### config.mk
export PLATFORM = sky130hd
export DESIGN_NAME = flash_cmd_seq
export DESIGN_NICKNAME = d
export VERILOG_FILES = /design/src/rtl/flseq_pkg.sv /design/src/rtl/flseq_frame.sv /design/src/rtl/flseq_byte_io.sv /design/src/rtl/flash_cmd_seq.sv
export SDC_FILE = /design/constraint.sdc
export NUM_CORES = 1
export LEC_CHECK = 0
export ABC_AREA = 1
export BUFFER_PORTS_ARGS = -buffer_cell sky130_fd_sc_hd__buf_4
export CAP_MARGIN = 20
export CORE_MARGIN = 2
export CORE_UTILIZATION = 45
export CTS_BUF_LIST = sky130_fd_sc_hd__clkbuf_4 sky130_fd_sc_hd__clkbuf_8
export DETAILED_ROUTE_END_ITERATION = 8
export PLACE_DENSITY_LB_ADDON = 0.05
export SLEW_MARGIN = 20
export SYNTH_ARGS = -nofsm -noshare
export SYNTH_HDL_FRONTEND = slang
export SYNTH_SLANG_ARGS = --single-unit
### constraint.sdc
create_clock -name clk -period 3.17 [get_ports clk]
set_input_delay 0.4755 -clock clk [delete_from_list [all_inputs] [get_ports clk]]
set_output_delay 0.4755 -clock clk [all_outputs]
set_load 0.01 [all_outputs]
### src/rtl/flseq_pkg.sv
package flseq_pkg;

    localparam int PAGE_W = 11;

    typedef enum logic [2:0] {
        OP_PROG_ERASE = 3'd0,
        OP_PROG_KEEP  = 3'd1,
        OP_PAGE_ERASE = 3'd2,
        OP_BLK_ERASE  = 3'd3,
        OP_SEC_ERASE  = 3'd4,
        OP_CHIP_ERASE = 3'd5
    } op_e;

    typedef enum logic [2:0] {
        S_IDLE,
        S_CMD,
        S_GAP,
        S_POLL_OP,
        S_POLL_RD,
        S_DONE
    } state_e;

    localparam logic [7:0] OPC_PRG_E_B1  = 8'h83;
    localparam logic [7:0] OPC_PRG_E_B2  = 8'h86;
    localparam logic [7:0] OPC_PRG_K_B1  = 8'h88;
    localparam logic [7:0] OPC_PRG_K_B2  = 8'h89;
    localparam logic [7:0] OPC_PG_ERASE  = 8'h81;
    localparam logic [7:0] OPC_BLK_ERASE = 8'h50;
    localparam logic [7:0] OPC_SEC_ERASE = 8'h7C;
    localparam logic [7:0] OPC_STATUS    = 8'h57;
    localparam logic [31:0] CHIP_ERASE_SEQ = 32'hC794_809A;

endpackage

### src/rtl/flseq_frame.sv
module flseq_frame
    import flseq_pkg::*;
(
    input  logic [2:0]        op,
    input  logic              buf_sel,
    input  logic [PAGE_W-1:0] page,
    output logic [3:0][7:0]   frame,
    output logic              legal
);

    logic [23:0] addr_page;
    logic [23:0] addr_blk;
    logic [23:0] addr_sec;

    always_comb begin
        addr_page = {4'b0, page, 9'b0};
        addr_blk  = {4'b0, page[10:3], 12'b0};
        addr_sec  = {4'b0, page[10:8], 17'b0};
    end

    always_comb begin
        legal = 1'b1;
        frame = '0;
        unique case (op)
            OP_PROG_ERASE: frame = {buf_sel ? OPC_PRG_E_B2 : OPC_PRG_E_B1, addr_page};
            OP_PROG_KEEP:  frame = {buf_sel ? OPC_PRG_K_B2 : OPC_PRG_K_B1, addr_page};
            OP_PAGE_ERASE: frame = {OPC_PG_ERASE, addr_page};
            OP_BLK_ERASE:  frame = {OPC_BLK_ERASE, addr_blk};
            OP_SEC_ERASE:  frame = {OPC_SEC_ERASE, addr_sec};
            OP_CHIP_ERASE: frame = CHIP_ERASE_SEQ;
            default:       legal = 1'b0;
        endcase
    end

endmodule

### src/rtl/flseq_byte_io.sv
module flseq_byte_io #(
    parameter int HALF = 2
) (
    input  logic       clk,
    input  logic       rst_n,
    input  logic       start,
    input  logic [7:0] tx,
    input  logic       miso,
    output logic       sck,
    output logic       mosi,
    output logic       active,
    output logic       done,
    output logic       rx_msb
);

    localparam int DIV_W = $clog2(HALF) + 1;

    logic [DIV_W-1:0] div_q;
    logic [2:0]       bit_q;
    logic [7:0]       tx_sh;
    logic [7:0]       rx_sh;

    always_ff @(posedge clk or negedge rst_n) begin
        if (!rst_n) begin
            div_q  <= '0;
            bit_q  <= '0;
            tx_sh  <= '0;
            rx_sh  <= '0;
            sck    <= 1'b0;
            active <= 1'b0;
            done   <= 1'b0;
        end else begin
            done <= 1'b0;
            if (start && !active) begin
                active <= 1'b1;
                tx_sh  <= tx;
                div_q  <= '0;
                bit_q  <= '0;
                sck    <= 1'b0;
            end else if (active) begin
                if (div_q == DIV_W'(HALF - 1)) begin
                    div_q <= '0;
                    if (!sck) begin
                        sck   <= 1'b1;
                        rx_sh <= {rx_sh[6:0], miso};
                    end else begin
                        sck   <= 1'b0;
                        tx_sh <= {tx_sh[6:0], 1'b0};
                        bit_q <= bit_q + 3'd1;
                        if (bit_q == 3'd7) begin
                            active <= 1'b0;
                            done   <= 1'b1;
                        end
                    end
                end else begin
                    div_q <= div_q + DIV_W'(1);
                end
            end
        end
    end

    always_comb begin
        mosi   = tx_sh[7];
        rx_msb = rx_sh[7];
    end

endmodule

### src/rtl/flash_cmd_seq.sv
module flash_cmd_seq
    import flseq_pkg::*;
#(
    parameter int SCK_HALF = 2,
    parameter int GAP_CLKS = 2,
    parameter int LIMIT_W  = 16
) (
    input  logic               clk,
    input  logic               rst_n,
    input  logic               req_valid,
    input  logic [2:0]         req_op,
    input  logic               req_buf,
    input  logic [PAGE_W-1:0]  req_page,
    input  logic [LIMIT_W-1:0] poll_limit,
    output logic               busy,
    output logic               done,
    output logic               err,
    output logic               spi_sck,
    output logic               spi_cs_n,
    output logic               spi_mosi,
    input  logic               spi_miso
);

    localparam int GAP_W = $clog2(GAP_CLKS) + 1;
    localparam logic [LIMIT_W-1:0] ONE = LIMIT_W'(1);

    state_e             st_q, st_nx;
    logic [3:0][7:0]    frm_d, frm_q;
    logic               legal;
    logic [1:0]         idx_q;
    logic [GAP_W-1:0]   gap_q;
    logic [LIMIT_W-1:0] pcnt_q, lim_q;
    logic               err_q;
    logic               cs_n_q;

    logic               eng_start, eng_active, eng_done, eng_rx_msb;
    logic [7:0]         eng_tx;
    logic               accept, gap_end, timeout;

    flseq_frame u_frame (
        .op      (req_op),
        .buf_sel (req_buf),
        .page    (req_page),
        .frame   (frm_d),
        .legal   (legal)
    );

    flseq_byte_io #(.HALF(SCK_HALF)) u_bytes (
        .clk    (clk),
        .rst_n  (rst_n),
        .start  (eng_start),
        .tx     (eng_tx),
        .miso   (spi_miso),
        .sck    (spi_sck),
        .mosi   (spi_mosi),
        .active (eng_active),
        .done   (eng_done),
        .rx_msb (eng_rx_msb)
    );

    always_comb begin
        accept  = (st_q == S_IDLE) && req_valid && legal;
        gap_end = (gap_q == GAP_W'(GAP_CLKS - 1));
        timeout = (pcnt_q >= (lim_q - ONE));
    end

    // state register
    always_ff @(posedge clk or negedge rst_n) begin
        if (!rst_n) st_q <= S_IDLE;
        else        st_q <= st_nx;
    end

    // next state
    always_comb begin
        st_nx = st_q;
        unique case (st_q)
            S_IDLE:    if (accept) st_nx = S_CMD;
            S_CMD:     if (eng_done && idx_q == 2'd3) st_nx = S_GAP;
            S_GAP:     if (gap_end) st_nx = S_POLL_OP;
            S_POLL_OP: if (eng_done) st_nx = S_POLL_RD;
            S_POLL_RD: if (eng_done && (eng_rx_msb || timeout)) st_nx = S_DONE;
            S_DONE:    st_nx = S_IDLE;
            default:   st_nx = S_IDLE;
        endcase
    end

    // working registers and chip select
    always_ff @(posedge clk or negedge rst_n) begin
        if (!rst_n) begin
            frm_q  <= '0;
            idx_q  <= '0;
            gap_q  <= '0;
            pcnt_q <= '0;
            lim_q  <= ONE;
            err_q  <= 1'b0;
            cs_n_q <= 1'b1;
        end else begin
            cs_n_q <= !(st_nx == S_CMD || st_nx == S_POLL_OP || st_nx == S_POLL_RD);
            if (accept) begin
                frm_q  <= frm_d;
                idx_q  <= '0;
                pcnt_q <= '0;
                err_q  <= 1'b0;
                lim_q  <= (poll_limit == '0) ? ONE : poll_limit;
            end
            if (st_q == S_CMD && eng_done) idx_q <= idx_q + 2'd1;
            if (st_q == S_GAP) gap_q <= gap_q + GAP_W'(1);
            else               gap_q <= '0;
            if (st_q == S_POLL_RD && eng_done && !eng_rx_msb) begin
                if (timeout) err_q <= 1'b1;
                else         pcnt_q <= pcnt_q + ONE;
            end
        end
    end

    // outputs
    always_comb begin
        busy      = (st_q != S_IDLE);
        done      = (st_q == S_DONE);
        err       = done && err_q;
        spi_cs_n  = cs_n_q;
        eng_start = 1'b0;
        eng_tx    = 8'h00;
        unique case (st_q)
            S_CMD: begin
                eng_start = !eng_active && !eng_done;
                eng_tx    = frm_q[3 - idx_q];
            end
            S_POLL_OP: begin
                eng_start = !eng_active && !eng_done;
                eng_tx    = OPC_STATUS;
            end
            S_POLL_RD: begin
                eng_start = !eng_active && !eng_done;
                eng_tx    = 8'h00;
            end
            default: ;
        endcase
    end

endmodule

Word-level counts from Yosys, hierarchy flattened. Cells that the tools add are included. Widths: inputs -> output; s select.

Register bits: 97. Input port bits: 35. Output and inout bits: 6.

$add $sub $neg: 7. $lt $le $gt $ge: 2. Equal/unequal tests: 17. Muxes and demuxes: 49. Bitwise gates (word level): 2. Reductions and logical operators: 30.

Operator list (number): $pmux 32 s6 (1); $mux 16 (4); $mux 8 (5); $lt 32x3->1 const B (1); $mux 3 (10); $mux 1 (20); $eq 3x3->1 const B (6); $add 16x1->16 const B (1); $bmux 8 s2 (1); $ge 16x16->1 (1); $logic_not 16->1 (1); $pmux 8 s2 (1); $sub 16x1->16 const B (1); $eq 3x2->1 const B (5); $pmux 3 s5 (1); $mux 2 (6); $logic_and 1x1->1 (10); $eq 3x1->1 const B (3); $reduce_bool 2->1 (4); $add 2x1->2 const B (3); $logic_not 3->1 (2); $reduce_or 6->1 (1); $eq 2x1->1 const B (2); $logic_not 1->1 (4); other kinds (10) (13).

Longest topological paths before layout. Gate-level depths: netlist of the first run.

Depth after elaboration: 10. Gate-level depth with buffers: 20. Gate-level depth less buffers: 19.

By module. A second synthesis of the first run with hierarchy kept.

Cells, all modules: 842. Area, all modules: 6080.8 um^2.

By module, submodules not included: flash_cmd_seq (instances 1, cells an instance 644, area each 4626.9 um^2, sequential area each 1829.3 um^2); flseq_byte_io (instances 1, cells an instance 133, area each 1141.1 um^2, sequential area each 600.6 um^2); flseq_frame (instances 1, cells an instance 65, area each 312.8 um^2, sequential area each 0.0 um^2).

Worst setup path before layout of the first run. No wires, ideal clock.

Path kind: register to register. Start: register lim_q[2]. End: register pcnt_q[9]. Setup time: 0.117 ns. Arrival: 2.440 ns. Data required time: 3.053 ns. Slack: 0.614 ns. Stages on the path, launching flop included: 17. Clock period less this slack: 2.556 ns. Cell sequence: dfrtp_1 inv_1 nand3_1 nor3_1 nand4_1 xor2_1 inv_1 ha_1 a21oi_1 o21ai_0 nor2_4 nand2_1 buf_6 nand2_1 nand2_1 nand2_1 nand2_1.

Cells in the longest elaborated chain, start to end: 4.

Ends and longest elaborated chain: start: declaration (line flash_cmd_seq.sv:32) `logic [LIMIT_W-1:0] pcnt_q, lim_q;`; start signal: assignment (line flash_cmd_seq.sv:104) `lim_q <= (poll_limit == '0) ? ONE : poll_limit;`; $sub 16x1->16 (line flash_cmd_seq.sv:64) `timeout = (pcnt_q >= (lim_q - ONE));`; $ge 16x16->1 (line flash_cmd_seq.sv:64); $mux 16 (line flash_cmd_seq.sv:110) `if (timeout) err_q <= 1'b1;`; $mux 16 (line flash_cmd_seq.sv:109) `if (st_q == S_POLL_RD && eng_done && !eng_rx_msb) begin`; end signal: assignment (line flash_cmd_seq.sv:111) `else pcnt_q <= pcnt_q + ONE;`; end: declaration (line flash_cmd_seq.sv:32).

No other way between the ends. A chain may end at the register's enable or synchronous reset.

Worst setup path in the final report of the first run.
Start: register lim_q[0]. End: register pcnt_q[14].

Same word-level chain as after synthesis.

==> results of run 1 <==
-- cell families (layout without fill, tap and decap cells) --
family          Yosys count  count (layout)  synth area share
fa+ha+maj                22              22            0.0544
flops                    85              85             0.421
xor+xnor                 24              24            0.0416
compound gates           86              86            0.0975
simple gates            332             332             0.277
buf+inv                 107             158            0.0903
mux                       8               8            0.0176
-- worst paths after layout --
| path | from | end | slack (ns) |
|---|---|---|---|
| setup / recovery | lim_q[0] | pcnt_q[14] | 0.40 |
| hold / removal | rst_n | pcnt_q[15] | 0.06 |
| setup reg to reg | lim_q[0] | pcnt_q[14] | 0.40 |
| hold reg to reg | gap_q[0] | gap_q[0] | 0.44 |
| max in group asynchronous | rst_n | frm_q[16] | 2.36 |
| min in group clk | req_page[7] | frm_q[16] | 0.31 |
-- power groups by stage --
stage | Combinational (mW) | Sequential (mW) | Clock [mW]
after CTS | 0.174 | 1.14 | 0.792
final | 0.170 | 1.14 | 0.759
after global routing | 0.196 | 1.14 | 0.844
after detailed placement | 0.173 | 1.16 | 0
after global placement | 0.169 | 1.16 | 0
after floorplan | 0.0861 | 1.16 | 0
-- layout make-up --
type | instances | area [um2]
clock buffer | 13 | 166
clock inverter | 3 | 21.3
fill | 1081 | 5190
inverter | 91 | 342
multi-input combinational | 472 | 2480
sequential | 85 | 2130
tap | 140 | 175
timing repair buffer | 51 | 383
-- cells in the final DEF (no fill, tap or decap), types with 3 or more instances in the layout --
cell	netlist	final
nor2_1	67	67
nand2_1	184	184
nor3_1	13	13
buf_4	2	51
ha_1	22	22
nand4_1	9	9
nand3_2	3	3
inv_2	3	3
o21ai_1	9	9
dfrtp_1	83	83
inv_1	87	87
clkbuf_8	0	11
xor2_1	23	23
a31oi_1	3	3
o211ai_1	4	4
mux2_2	7	7
nand2_2	3	3
a21oi_1	21	21
nand3_1	44	44
o21ai_0	35	35
-- flip-flops by register name (all words and copies together), names as in the netlist --
register and cells:
err_q 1, frm_q 20, gap_q 2, idx_q 2, lim_q 16, pcnt_q 16, spi_cs_n 1, st_q 3
u_bytes.active 1, u_bytes.bit_q 3, u_bytes.div_q 2, u_bytes.done 1, u_bytes.rx_sh 8, u_bytes.sck 1, u_bytes.tx_sh 8
-- per-layer routing --
metal | GRT usage | up-vias | wire length [um]
li1 | - | 2225 | -
met1 | 0.273 | 2007 | 5360
met5 | 0 | - | 0
met2 | 0.349 | 60 | 5710
met4 | 0.0759 | 0 | 187
met3 | 0.0329 | 16 | 323
-- through the flow --
step                std cells  cell area (um2)   util
detailed placement        839             5510  0.506
floorplan                 664             5060      -
global placement          839             5510  0.506
finish                    855             5690  0.523
global route              855             5690  0.523
CTS                       855             5690  0.523
==> impl_metrics.py, run 1 <==
metrics = {
    "global_route": {
        "grt_first_pass_wirelength_um": 19500,
        "grt.overflow.total": 0,
        "grtUsageTotal": 0.209,
        "grt_max_degree": 45,
        "grt_antenna_before_repair": 0,
        "grt_pass1_vias": 4030,
    },
    "power": {
        "ir_worst_vdd_v": 0.000255,
        "p_seq_frac": 0.551,
        "clkPwrFrac": 0.367,
        "swShare": 0.256,
        "power_leakage_nw": 2.85,
        "power.switching_uw": 529,
        "p_int_mw": 1.54,
        "comb_power_share": 0.082,
        "power.density_mw_per_mm2": 363,
        "p_total_mw": 2.07,
    },
    "floorplan": {
        "die_area_mm2": 0.0121,
        "die_x_um": 110,
        "io_pins": 41,
        "core_mm2": 0.0109,
        "rows": 38,
        "die_h_um": 110,
        "start_util": 0.464,
    },
    "routing": {
        "wire_per_inst_um": 13.5,
        "viasPerCell": 5.04,
        "num_vias": 4308,
        "antenna_left": 0,
        "drtIter0Drc": 224,
        "drc": 0,
        "routed_wl_um": 11600,
        "first_pass_iters": 4,
    },
    "worst_setup_path": {
        "critPathArrivalTime_ns": 3.04,
        "slowest_stage": "dfstp_2",
        "crit_chain": "inv_1 -> ha_1 -> nand2_1 -> nor3_1 -> nand2_1 -> xor2_1 -> inv_1 -> ha_1 -> nand2_1 -> o21ai_0 -> nor2_4 -> buf_4 -> nand3_1 -> nand2_1 -> nand2_1 -> nor2_1",
        "start_kind": "flip-flop",
        "path_common_cell": "nand2_1",
        "path_max_fanout": 8,
        "path_depth": 16,
        "path_class": "flip-flop to flip-flop",
        "endpoint_kind": "flip-flop",
        "cp.buffers_inverters": 3,
        "cp_slowest_stage_delay_ns": 0.37,
        "worstRegToRegCells": 16,
        "cp.required_ns": 3.44,
        "cp_top_family": "simple AND/OR/NAND/NOR gates",
    },
    "cells_and_area": {
        "syn2layout_area_growth_pct": 12.6,
        "layout-drive-gt1-share": 0.127,
        "finalNetCount": 767,
        "insertedDiodeCount": 0,
    },
    "timing": {
        "worstMarginPinSlew_ns": 0.718,
        "rsz0062_at_grt": "no",
        "slew_violations": 0,
        "relSlewSlack": 0.517,
        "fmax_mhz": 362,
        "final.setup_skew_ns": 0.00616,
        "fin_crit_ns": 2.77,
        "setup_viol": 0,
        "period_share": 0.873,
        "finalHoldViolations": 0,
        "setup_ws_ns": 0.404,
        "final.setup.tns_ns": 0,
        "holdWs_ns": 0.0582,
    },
    "yosys": {
        "synth.most_common_cell": "nand2_1",
        "synthTopCellsByArea": "dfrtp_1 41%, nand2_1 14%, inv_1 6.5%, ha_1 5.4%, nor2_1 5.0%",
        "synth_edf_count": 0,
        "synth.distinct_cells": 41,
        "netlist.top_cell.by_area": "dfrtp_1",
        "synth-seq-cells": 85,
        "avgSynthCellArea_um2": 7.61,
        "yosysTopAreaCellShare": 0.411,
        "synthTopCellsByCount": "184 x nand2_1, 87 x inv_1, 83 x dfrtp_1, 67 x nor2_1, 44 x nand3_1",
        "syn_inst": 664,
        "syn-num-nets": 721,
        "ys_seq_area_frac": 0.421,
        "netlist_area_mm2": 0.00506,
        "synthArstFlopShare": 1.00,
        "ys.flop_type": "dfrtp_1",
        "yosys_warnings": 0,
    },
    "clock_network": {
        "cts_setup_buffers": 0,
        "cts-root-buf": "clkbuf_8",
        "clk_path_buf_depth": 2,
        "clock-sinks": 85,
        "h-tree-depth": 3,
        "ctsHoldBuffers": 0,
        "clkTransAtPathRegs_ns": 0.09,
        "cts_buffers": 9,
        "clk_latency_ns": 0.37,
        "cts_tree": "done",
        "ctsResizeCount": 0,
    },
    "placed_design": {
        "dp_hpwl_um": 8790,
        "gp_congestion": 0.952,
        "place_ws_ns": 0.398,
        "io_buffers": 40,
    },
    "hold_path": {
        "hp-class": "input pin to async pin",
    },
    "status": {
        "outcome": "finished, final reports clean",
    },
    "run": {
        "drv_cap": 0,
    },
}
Note: power is estimated with default switching activity, not from simulation.
==> run 2, diff against run 1 <==
Settings changed: CORE_MARGIN 2 to 4, CORE_UTILIZATION 45 to 32.
==> run 2 against run 1 <==
Count of clock-buffer cells in the layout is 1 lower; worst hold slack improved by 0.10 ns; clock power rose by 3.4%; combinational power barely moved; global-route usage shrank 6.0 points; critical endpoint is now pcnt_q[8]; largest power group unchanged.
==> impl_metrics.py, run 2 (synthesis results as in run 1) <==
metrics = {
    "global_route": {
        "grt.overflow.total": 0,
        "grt_antenna_before_repair": 0,
        "grt_first_pass_wirelength_um": 21600,
        "grt_pass1_vias": 4439,
        "grt_max_degree": 53,
        "grtUsageTotal": 0.149,
    },
    "cells_and_area": {
        "regMostFlops": "frm_q",
        "syn2layout_area_growth_pct": 14.1,
        "insertedDiodeCount": 0,
        "largest_registers": "frm_q x20, lim_q x16, pcnt_q x16",
        "layout_common_cells": "184 x nand2_1, 87 x inv_1, 83 x dfrtp_1, 67 x nor2_1, 45 x buf_4",
        "fin_util": 0.377,
        "layout_commonest_cell": "nand2_1",
        "finalNetCount": 762,
        "layout-drive-gt1-share": 0.123,
        "largest_register_ffs": 20,
    },
    "routing": {
        "first_pass_iters": 4,
        "viasPerCell": 4.66,
        "antenna_left": 0,
        "routed_wl_um": 12500,
        "wire_per_inst_um": 13.6,
        "num_vias": 4293,
        "drtIter0Drc": 229,
        "drc": 0,
    },
    "worst_setup_path": {
        "crit_chain": "inv_1 -> nand3_1 -> nor3_1 -> nand4_1 -> xor2_1 -> inv_1 -> ha_1 -> a21oi_1 -> o21ai_0 -> nor2_4 -> nand2_1 -> buf_4 -> nand2_1 -> nand2_1 -> nand2_1 -> nand2_1",
        "path_common_cell": "nand2_1",
        "cp_slowest_stage_delay_ns": 0.41,
        "worstRegToRegCells": 16,
        "endpoint_kind": "flip-flop",
        "rrSetupSlack_ns": 0.30,
        "r2r-start": "lim_q[2]",
        "rr_endpoint": "pcnt_q[8]",
        "path_max_fanout": 15,
        "cp.required_ns": 3.44,
        "slowest_stage": "dfrtp_1",
        "path_class": "flip-flop to flip-flop",
        "critPathArrivalTime_ns": 3.13,
        "start_kind": "flip-flop",
    },
    "clock_network": {
        "clk_path_buf_depth": 2,
        "clkTransAtPathRegs_ns": 0.09,
        "cts-root-buf": "clkbuf_8",
        "clock-sinks": 85,
        "cts_buffers": 9,
        "clk_latency_ns": 0.37,
        "cts_tree": "done",
        "h-tree-depth": 3,
    },
    "status": {
        "outcome": "finished, final reports clean",
    },
    "timing": {
        "slew_violations": 0,
        "finalHoldViolations": 0,
        "relSlewSlack": 0.519,
        "rsz0062_at_grt": "no",
        "final.setup.tns_ns": 0,
        "holdWs_ns": 0.159,
        "setup_viol": 0,
        "worstMarginPinSlew_ns": 0.717,
        "fin_crit_ns": 2.87,
        "period_share": 0.904,
        "fmax_mhz": 349,
        "final.setup_skew_ns": 0.00686,
    },
    "floorplan": {
        "die_area_mm2": 0.0179,
        "start_util": 0.330,
        "core_mm2": 0.0153,
        "die_x_um": 134,
        "rows": 45,
        "die_h_um": 134,
        "io_pins": 41,
    },
    "placed_design": {
        "io_buffers": 40,
        "gp_congestion": 0.836,
        "dp_hpwl_um": 9420,
    },
    "power": {
        "power_leakage_nw": 2.84,
        "power.density_mw_per_mm2": 363,
        "p_total_mw": 2.09,
        "ir_worst_vdd_v": 0.000251,
    },
    "hold_path": {
        "hp-class": "input pin to async pin",
    },
    "run": {
        "drv_cap": 0,
    },
}
-- run 2: what timing repair did --
item / CTS / global route
hold buffers: 0 / 0
gates resized for setup: 0 / 1
endpoints found under the setup margin: 0 / 3
setup buffers: 0 / 0
-- run 2: per-layer routing --
layer / global-route usage / vias up / routed length [um]
li1: - / 2202 / -
met1: 0.195 / 2021 / 5920
met2: 0.250 / 56 / 6120
met3: 0.0287 / 14 / 305
met4: 0.0469 / 0 / 187
met5: 0 / - / 0
-- run 2: worst max path at each step --
stage / start / endpoint / slack [ns] / cells past startpoint
after floorplan: lim_q[2] / pcnt_q[9] / 0.61 / 16
after global placement: lim_q[2] / spi_cs_n / 0.38 / 14
after detailed placement: lim_q[2] / pcnt_q[13] / 0.32 / 16
after CTS: lim_q[2] / pcnt_q[7] / 0.30 / 16
after global routing: lim_q[0] / pcnt_q[4] / 0.01 / 16
final: lim_q[2] / pcnt_q[8] / 0.30 / 16
-- run 2: stage by stage --
step | cells | cell area [um2] | worst slack (ns)
2_1_floorplan | 664 | 5060 | 0.614
6_report | 921 | 5770 | 0.303
5_1_grt | 921 | 5770 | 0.0134
3_5_place_dp | 905 | 5570 | 0.319
3_3_place_gp | 905 | 5570 | 0.384
4_1_cts | 921 | 5760 | 0.297
-- run 2: worst max-delay path, delay by kind of cell (launching register included) --
kind | cells | cell delay, ns
buf+inv | 3 | 0.33
compound gates | 2 | 0.29
simple gates | 9 | 1.27
fa+ha+maj | 1 | 0.30
flops | 1 | 0.41
xor+xnor | 1 | 0.16
-- run 2: final cells by class --
class / instances / area [um2]
Multi-Input combinational cell: 472 / 2480
Clock buffer: 12 / 146
Clock inverter: 4 / 48.8
Fill cell: 1620 / 9550
Sequential cell: 85 / 2130
Inverter: 91 / 342
Timing Repair Buffer: 46 / 358
Tap cell: 211 / 264
-- run 2: power by group --
group	leakage, nW	switching, mW	internal, mW
Combinational	1.74	0.0978	0.0718
Clock	0.105	0.395	0.390
Sequential	1.00	0.0193	1.12
